## config.mk

```make
export PLATFORM = sky130hd
export DESIGN_NAME = refdiv_top
export DESIGN_NICKNAME = d
export VERILOG_FILES = /design/src/rtl/refdiv_pkg.sv /design/src/rtl/refdiv_cfg.sv /design/src/rtl/refdiv_counter.sv /design/src/rtl/refdiv_prescale.sv /design/src/rtl/refdiv_top.sv
export SDC_FILE = /design/constraint.sdc
export NUM_CORES = 1
export LEC_CHECK = 0
export BUFFER_PORTS_ARGS = -buffer_cell sky130_fd_sc_hd__buf_4
export CORE_MARGIN = 2
export CORE_UTILIZATION = 64
export CTS_CLUSTER_SIZE = 28
export DETAILED_ROUTE_END_ITERATION = 10
export MAX_ROUTING_LAYER = met4
export PLACE_DENSITY_LB_ADDON = 0.2
export SYNTH_ARGS = -nofsm -noshare
export SYNTH_HDL_FRONTEND = slang
export SYNTH_SLANG_ARGS = --single-unit
```

## constraint.sdc

```tcl
create_clock -name ref_clk -period 4.52 [get_ports ref_clk]
set_input_delay 0.226 -clock ref_clk [delete_from_list [all_inputs] [get_ports ref_clk]]
set_output_delay 0.226 -clock ref_clk [all_outputs]
set_load 0.005 [all_outputs]
```

## src/rtl/refdiv_pkg.sv

```systemverilog
package refdiv_pkg;

    typedef enum logic [2:0] {
        MD_SHUT  = 3'b000,
        MD_XTAL  = 3'b001,
        MD_NOOUT = 3'b010,
        MD_DIV1  = 3'b011,
        MD_DIV2  = 3'b100,
        MD_DIV4  = 3'b101,
        MD_DIV8  = 3'b110,
        MD_DIV16 = 3'b111
    } mode_e;

    localparam mode_e MODE_RESET = MD_DIV8;

    // Output modes start at code 011; their ratio is 2**(code-3).
    function automatic logic out_active(mode_e m);
        return m >= MD_DIV1;
    endfunction

    function automatic logic [2:0] out_shift(mode_e m);
        return 3'(m) - 3'd3;
    endfunction

endpackage

```

## src/rtl/refdiv_cfg.sv

```systemverilog
module refdiv_cfg
    import refdiv_pkg::*;
#(
    parameter int CNT_W   = 13,
    parameter int MIN_DIV = 10
) (
    input  logic             clk,
    input  logic             rst_n,
    input  logic             load,
    input  logic [CNT_W-1:0] div_in,
    input  logic [2:0]       mode_in,
    output logic [CNT_W-1:0] div_q,
    output mode_e            mode_q
);

    localparam logic [CNT_W-1:0] FLOOR = CNT_W'(MIN_DIV);
    localparam logic [CNT_W-1:0] ONE   = CNT_W'(1);

    typedef struct packed {
        logic [CNT_W-1:0] div;
        mode_e            mode;
    } cfg_t;

    cfg_t st_d, st_q;
    logic [CNT_W-1:0] div_fixed;

    always_comb begin
        if (div_in == ONE) begin
            div_fixed = ONE;
        end else if (div_in < FLOOR) begin
            div_fixed = FLOOR;
        end else begin
            div_fixed = div_in;
        end

        st_d = st_q;
        if (load) begin
            st_d.div  = div_fixed;
            st_d.mode = mode_e'(mode_in);
        end
    end

    always_ff @(posedge clk or negedge rst_n) begin
        if (!rst_n) begin
            st_q.div  <= FLOOR;
            st_q.mode <= MODE_RESET;
        end else begin
            st_q <= st_d;
        end
    end

    assign div_q  = st_q.div;
    assign mode_q = st_q.mode;

endmodule

```

## src/rtl/refdiv_counter.sv

```systemverilog
module refdiv_counter #(
    parameter int CNT_W = 13
) (
    input  logic             clk,
    input  logic             rst_n,
    input  logic             load,
    input  logic             run,
    input  logic [CNT_W-1:0] div,
    output logic             pulse
);

    typedef struct packed {
        logic [CNT_W-1:0] cnt;
        logic             pulse;
    } cnt_t;

    cnt_t st_d, st_q;
    logic [CNT_W-1:0] last;

    always_comb begin
        last = div - CNT_W'(1);
        st_d = st_q;

        if (load) begin
            st_d.cnt   = '0;
            st_d.pulse = 1'b0;
        end else if (run) begin
            if (st_q.cnt >= last) begin
                st_d.cnt   = '0;
                st_d.pulse = 1'b1;
            end else begin
                st_d.cnt   = st_q.cnt + CNT_W'(1);
                st_d.pulse = 1'b0;
            end
        end else begin
            st_d.pulse = 1'b0;
        end
    end

    always_ff @(posedge clk or negedge rst_n) begin
        if (!rst_n) begin
            st_q <= '0;
        end else begin
            st_q <= st_d;
        end
    end

    assign pulse = st_q.pulse;

endmodule

```

## src/rtl/refdiv_prescale.sv

```systemverilog
module refdiv_prescale
    import refdiv_pkg::*;
#(
    parameter int PRE_W = 4
) (
    input  logic  clk,
    input  logic  rst_n,
    input  logic  load,
    input  mode_e mode,
    output logic  tick
);

    localparam int RATIO_W = PRE_W + 1;

    typedef struct packed {
        logic [PRE_W-1:0] cnt;
        logic             tick;
    } pre_t;

    pre_t st_d, st_q;
    logic [RATIO_W-1:0] ratio;
    logic [RATIO_W-1:0] last;

    always_comb begin
        ratio = RATIO_W'(1) << out_shift(mode);
        last  = ratio - RATIO_W'(1);
        st_d  = st_q;

        if (load || !out_active(mode)) begin
            st_d.cnt  = '0;
            st_d.tick = 1'b0;
        end else if ({1'b0, st_q.cnt} >= last) begin
            st_d.cnt  = '0;
            st_d.tick = 1'b1;
        end else begin
            st_d.cnt  = st_q.cnt + PRE_W'(1);
            st_d.tick = 1'b0;
        end
    end

    always_ff @(posedge clk or negedge rst_n) begin
        if (!rst_n) begin
            st_q <= '0;
        end else begin
            st_q <= st_d;
        end
    end

    assign tick = st_q.tick;

endmodule

```

## src/rtl/refdiv_top.sv

```systemverilog
module refdiv_top
    import refdiv_pkg::*;
#(
    parameter int CNT_W   = 13,
    parameter int MIN_DIV = 10,
    parameter int PRE_W   = 4
) (
    input  logic             ref_clk,
    input  logic             rst_n,
    input  logic             standby,
    input  logic [CNT_W-1:0] div_in,
    input  logic [2:0]       mode_in,
    input  logic             load,
    output logic             ref_pulse,
    output logic             ref_out,
    output logic             osc_en
);

    logic [CNT_W-1:0] cfg_div;
    mode_e            cfg_mode;
    logic             run;

    refdiv_cfg #(
        .CNT_W  (CNT_W),
        .MIN_DIV(MIN_DIV)
    ) u_cfg (
        .clk    (ref_clk),
        .rst_n  (rst_n),
        .load   (load),
        .div_in (div_in),
        .mode_in(mode_in),
        .div_q  (cfg_div),
        .mode_q (cfg_mode)
    );

    assign osc_en = (cfg_mode != MD_SHUT);
    assign run    = osc_en && !standby;

    refdiv_counter #(
        .CNT_W(CNT_W)
    ) u_cnt (
        .clk  (ref_clk),
        .rst_n(rst_n),
        .load (load),
        .run  (run),
        .div  (cfg_div),
        .pulse(ref_pulse)
    );

    refdiv_prescale #(
        .PRE_W(PRE_W)
    ) u_pre (
        .clk  (ref_clk),
        .rst_n(rst_n),
        .load (load),
        .mode (cfg_mode),
        .tick (ref_out)
    );

endmodule

```

==> reports/summary.txt <==
======================================================================================
Setup repair after global routing missed its margin                                 no
Die Outline Area                                                          0.004143 mm2
CTS tree                                                                          done
Hold/Removal Path Class                                                   input pin to flop
Count of max-cap constraint violations                                               0
Net switching power of the design                                            0.1993 mW
Number of nets in the layout                                                       305
Maximum vdd drop                                                             0.1882 mV
Final Max Slew Viols                                                                 0
Sum of overflow across all layers after global routing                               0
Number of warnings reported in the yosys synthesis log                               0
Synthesized instance count                                                         235
Port-buffer cells                                                                   22
Least setup slack across all paths after layout                               1.455 ns
Power density over the cells                                              256.4 mW/mm2
Routability congestion estimate from global placement                           0.8072
Worst hold margin                                                            0.1018 ns
Largest fanout on the critical path                                                  7
Initial drt markers                                                                144
Floorplan core area                                                       0.003416 mm2
Growth of design area from synthesis to finish                                  11.11%
Post-placement worst setup slack                                              1.467 ns
All-Layer GR Usage                                                              0.2385
Final setup violating endpoints                                                      0
Initial antenna violation count                                                      0
Hold Fails Final Rpt                                                                 0
Number of enable-type register cells in the synthesized netlist                      0
Most area-hungry cell type in the Yosys netlist                           sky130_fd_sc_hd__dfrtp_1
Library cell contributing the largest single delay on the critical path   sky130_fd_sc_hd__dfstp_2
Internal Power                                                               0.4652 mW
Post-detailed-placement half-perimeter wirelength                              3251 um
Later-pin clock latency in the skew report                                     0.34 ns
Fraction of post-synthesis cell area in the top cell type by area               0.3326
Cell-by-cell trace of the critical path                                   and2_1 -> ha_1 -> or3_1 -> ha_1 -> ha_1 -> a21o_1 -> a21o_1 -> a21o_1 -> a2111oi_1
Max clock buf depth                                                                  2
Number of filler cells placed in the layout                                        249
Switching power share of the total                                              0.2999
Commonest cells in the synthesized netlist                                sky130_fd_sc_hd__dfrtp_1 (31), sky130_fd_sc_hd__nor2_1 (28), sky130_fd_sc_hd__ha_1 (24), sky130_fd_sc_hd__xnor2_1 (22), sky130_fd_sc_hd__nand2_1 (14)
Share of the yosys chip area belonging to registers                             0.3777
Unique cell type count in the Yosys netlist                                         44
First-pass iteration count of the detailed router                                    4
Static Leakage                                                                1.158 nW
# rows                                                                              21
Final setup TNS                                                                   0 ns
Highest Clock Rate                                                           326.3 MHz
Ratio of cells with drive above 1 in the final layout                           0.1908
Average cell area after synthesis                                            9.924 um2
Post-DRT Antenna Nets                                                                0
Slowest Stage Delay on Critical Path                                           0.60 ns
Cell area after synthesis                                                 0.002332 mm2
Comb power frac                                                                  0.215
Starting utilization of the core area                                           0.6828
Largest net degree at the start of global routing                                   36
WS Path Type                                                              flop to flop
Result of the run                                                            completed
Global-route wire length before repair                                         7576 um
Post-detailed-route wirelength per cell                                       13.63 um
Total length of routed wires                                                   4197 um
Top-count cell post-synth                                                 sky130_fd_sc_hd__dfrtp_1
Type of destination of the critical path                                          flop
Portion of total power attributed to sequential cells                            0.542
Non-filler instance count after layout                                             308
Kind of launch point of the worst setup path                                      flop
CTS clock-pin slew for the worst setup and hold paths                          0.10 ns
CP Data Arrival Time                                                           3.29 ns
Drt via density                                                                  5.666
Buffer cell driving the clock tree root                                   sky130_fd_sc_hd__clkbuf_4
Post-synthesis net count                                                           279
Antenna Cells                                                                        0
Detailed-route via count                                                         1,745
Number of remaining DRC errors                                                       0
Minimum clock period after layout                                             3.065 ns
Part of the total power dissipated in the clock network                          0.243
Critical path data required time                                               4.74 ns
Number of global-route vias before repair                                        1,721
Worst Tran Pin Value                                                         0.9424 ns
# H-tree levels                                                                      2
Placed cells                                                                       299
#FFs+latches synth                                                                  35
Top flip-flop cell by instance count after synthesis                      sky130_fd_sc_hd__dfrtp_1
Vert. Die Dim                                                                 64.37 um
Clk sinks                                                                           35
Cell types occupying the most area after synthesis                        sky130_fd_sc_hd__dfrtp_1 (33%), sky130_fd_sc_hd__ha_1 (13%), sky130_fd_sc_hd__xnor2_1 (8.3%)
Die Width                                                                     64.37 um
IO Count                                                                            23
Ys async rst share                                                               1.000
Crit path buf inv count                                                              0
Final cycle utilization of the critical path                                    0.6780
Final worst clock skew                                                     0.006810 ns
Critical path's top delay family                                          compound AO/OA/AOI/OAI gates
Clock buffer count from CTS                                                          5
Relative max-transition margin                                                  0.3718
======================================================================================
## worst register-to-register path, delay by kind of cell (launching register included)
kind                     cells  cell delay [ns]
AO/OA/AOI/OAI                4             0.92
adder cells (fa/ha/maj)      3             0.89
flip-flops                   1             0.60
AND/OR/NAND/NOR              2             0.55
## sequential cells by signal (all words and copies together) (netlist names)
signal and flops:
u_pre.tick 1, u_cfg.mode_q 3, u_cnt.st_q 13, u_cfg.div_q 13
u_pre.st_q 4, u_cnt.pulse 1
## power groups by stage
stage	Clock [mW]	Combinational [mW]	Sequential, mW
6_report	0.162	0.143	0.360
5_1_grt	0.177	0.162	0.364
4_1_cts	0.164	0.145	0.360
3_5_place_dp	0	0.143	0.366
3_3_place_gp	0	0.138	0.365
2_1_floorplan	0	0.102	0.360
## per-stage QoR
| step | instance area [um2] | total power [mW] | util |
|---|---|---|---|
| floorplan | 2332 | 0.4624 | - |
| global placement | 2532 | 0.5023 | 0.7414 |
| detailed placement | 2532 | 0.5088 | 0.7414 |
| CTS | 2591 | 0.6687 | 0.7586 |
| global route | 2591 | 0.7033 | 0.7586 |
| finish | 2591 | 0.6645 | 0.7586 |
## timing repair
action | CTS | global route
gates resized for setup | 0 | 0
buffers inserted | 0 | 0
hold buffers | 1 | 0
endpoints found under the hold margin | 31 | 0
## metal layers
layer  part of all wire  up-vias  wire (um)  track usage
met2               0.45       33       1909       0.3646
met4              0.013        0         54      0.07979
met5                  0        -          0            -
li1                   -      887          -            -
met3              0.037        6        154      0.04401
met1               0.50      819       2078       0.3223
## cell families after synthesis
family,Yosys count,synth area share
buffers and inverters,13,0.02414
XOR/XNOR,27,0.1014
flip-flops,35,0.3777
AND/OR/NAND/NOR,89,0.2146
multiplexers,11,0.05311
AO/OA/AOI/OAI,36,0.1003
adder cells (fa/ha/maj),24,0.1288
## cell type report
class | instances | area, um2 | share of cell area
multi-input combinational | 187 | 1395 | 0.5384
tap | 46 | 57.56 | 0.02221
clock buffer | 8 | 48.80 | 0.01883
sequential | 35 | 880.8 | 0.3399
inverter | 9 | 33.78 | 0.01304
timing repair buffer | 23 | 175.2 | 0.06760
## final timing paths
check / start / end / slack (ns) / cells past startpoint
max in group asynchronous: rst_n / u_cfg.div_q[3] / 3.82 / 2
min in group asynchronous: rst_n / u_cnt.pulse / 0.36 / 2
worst max-delay path: u_cfg.mode_q[1] / u_pre.st_q[1] / 1.46 / 9
worst min register to register: u_pre.st_q[1] / u_pre.st_q[1] / 0.51 / 1
worst max register to register: u_cfg.mode_q[1] / u_pre.st_q[1] / 1.46 / 9
worst min-delay path: mode_in[2] / u_cfg.mode_q[2] / 0.10 / 3
## cells in the final DEF, fill, tap and decap left out, types with 2 or more instances in the layout
master / instances
sky130_fd_sc_hd__a21oi_1: 12
sky130_fd_sc_hd__dfrtp_1: 31
sky130_fd_sc_hd__nand4_1: 4
sky130_fd_sc_hd__o211ai_1: 2
sky130_fd_sc_hd__inv_1: 9
sky130_fd_sc_hd__dfstp_2: 4
sky130_fd_sc_hd__clkbuf_4: 5
sky130_fd_sc_hd__clkbuf_1: 3
sky130_fd_sc_hd__nor4_1: 2
sky130_fd_sc_hd__o21bai_1: 2
sky130_fd_sc_hd__o21ai_0: 9
sky130_fd_sc_hd__nand2_1: 14
sky130_fd_sc_hd__buf_4: 22
sky130_fd_sc_hd__nor3_2: 2
sky130_fd_sc_hd__nor3b_1: 3
sky130_fd_sc_hd__ha_1: 24
sky130_fd_sc_hd__a21o_1: 4
sky130_fd_sc_hd__xnor2_1: 22
sky130_fd_sc_hd__mux2_2: 11
sky130_fd_sc_hd__nand3_1: 6
sky130_fd_sc_hd__nor4b_1: 2
sky130_fd_sc_hd__nor2_1: 28
sky130_fd_sc_hd__nand2b_1: 3
sky130_fd_sc_hd__nor3_1: 12
sky130_fd_sc_hd__xor2_1: 5
Note: power is estimated with default switching activity, not from simulation.
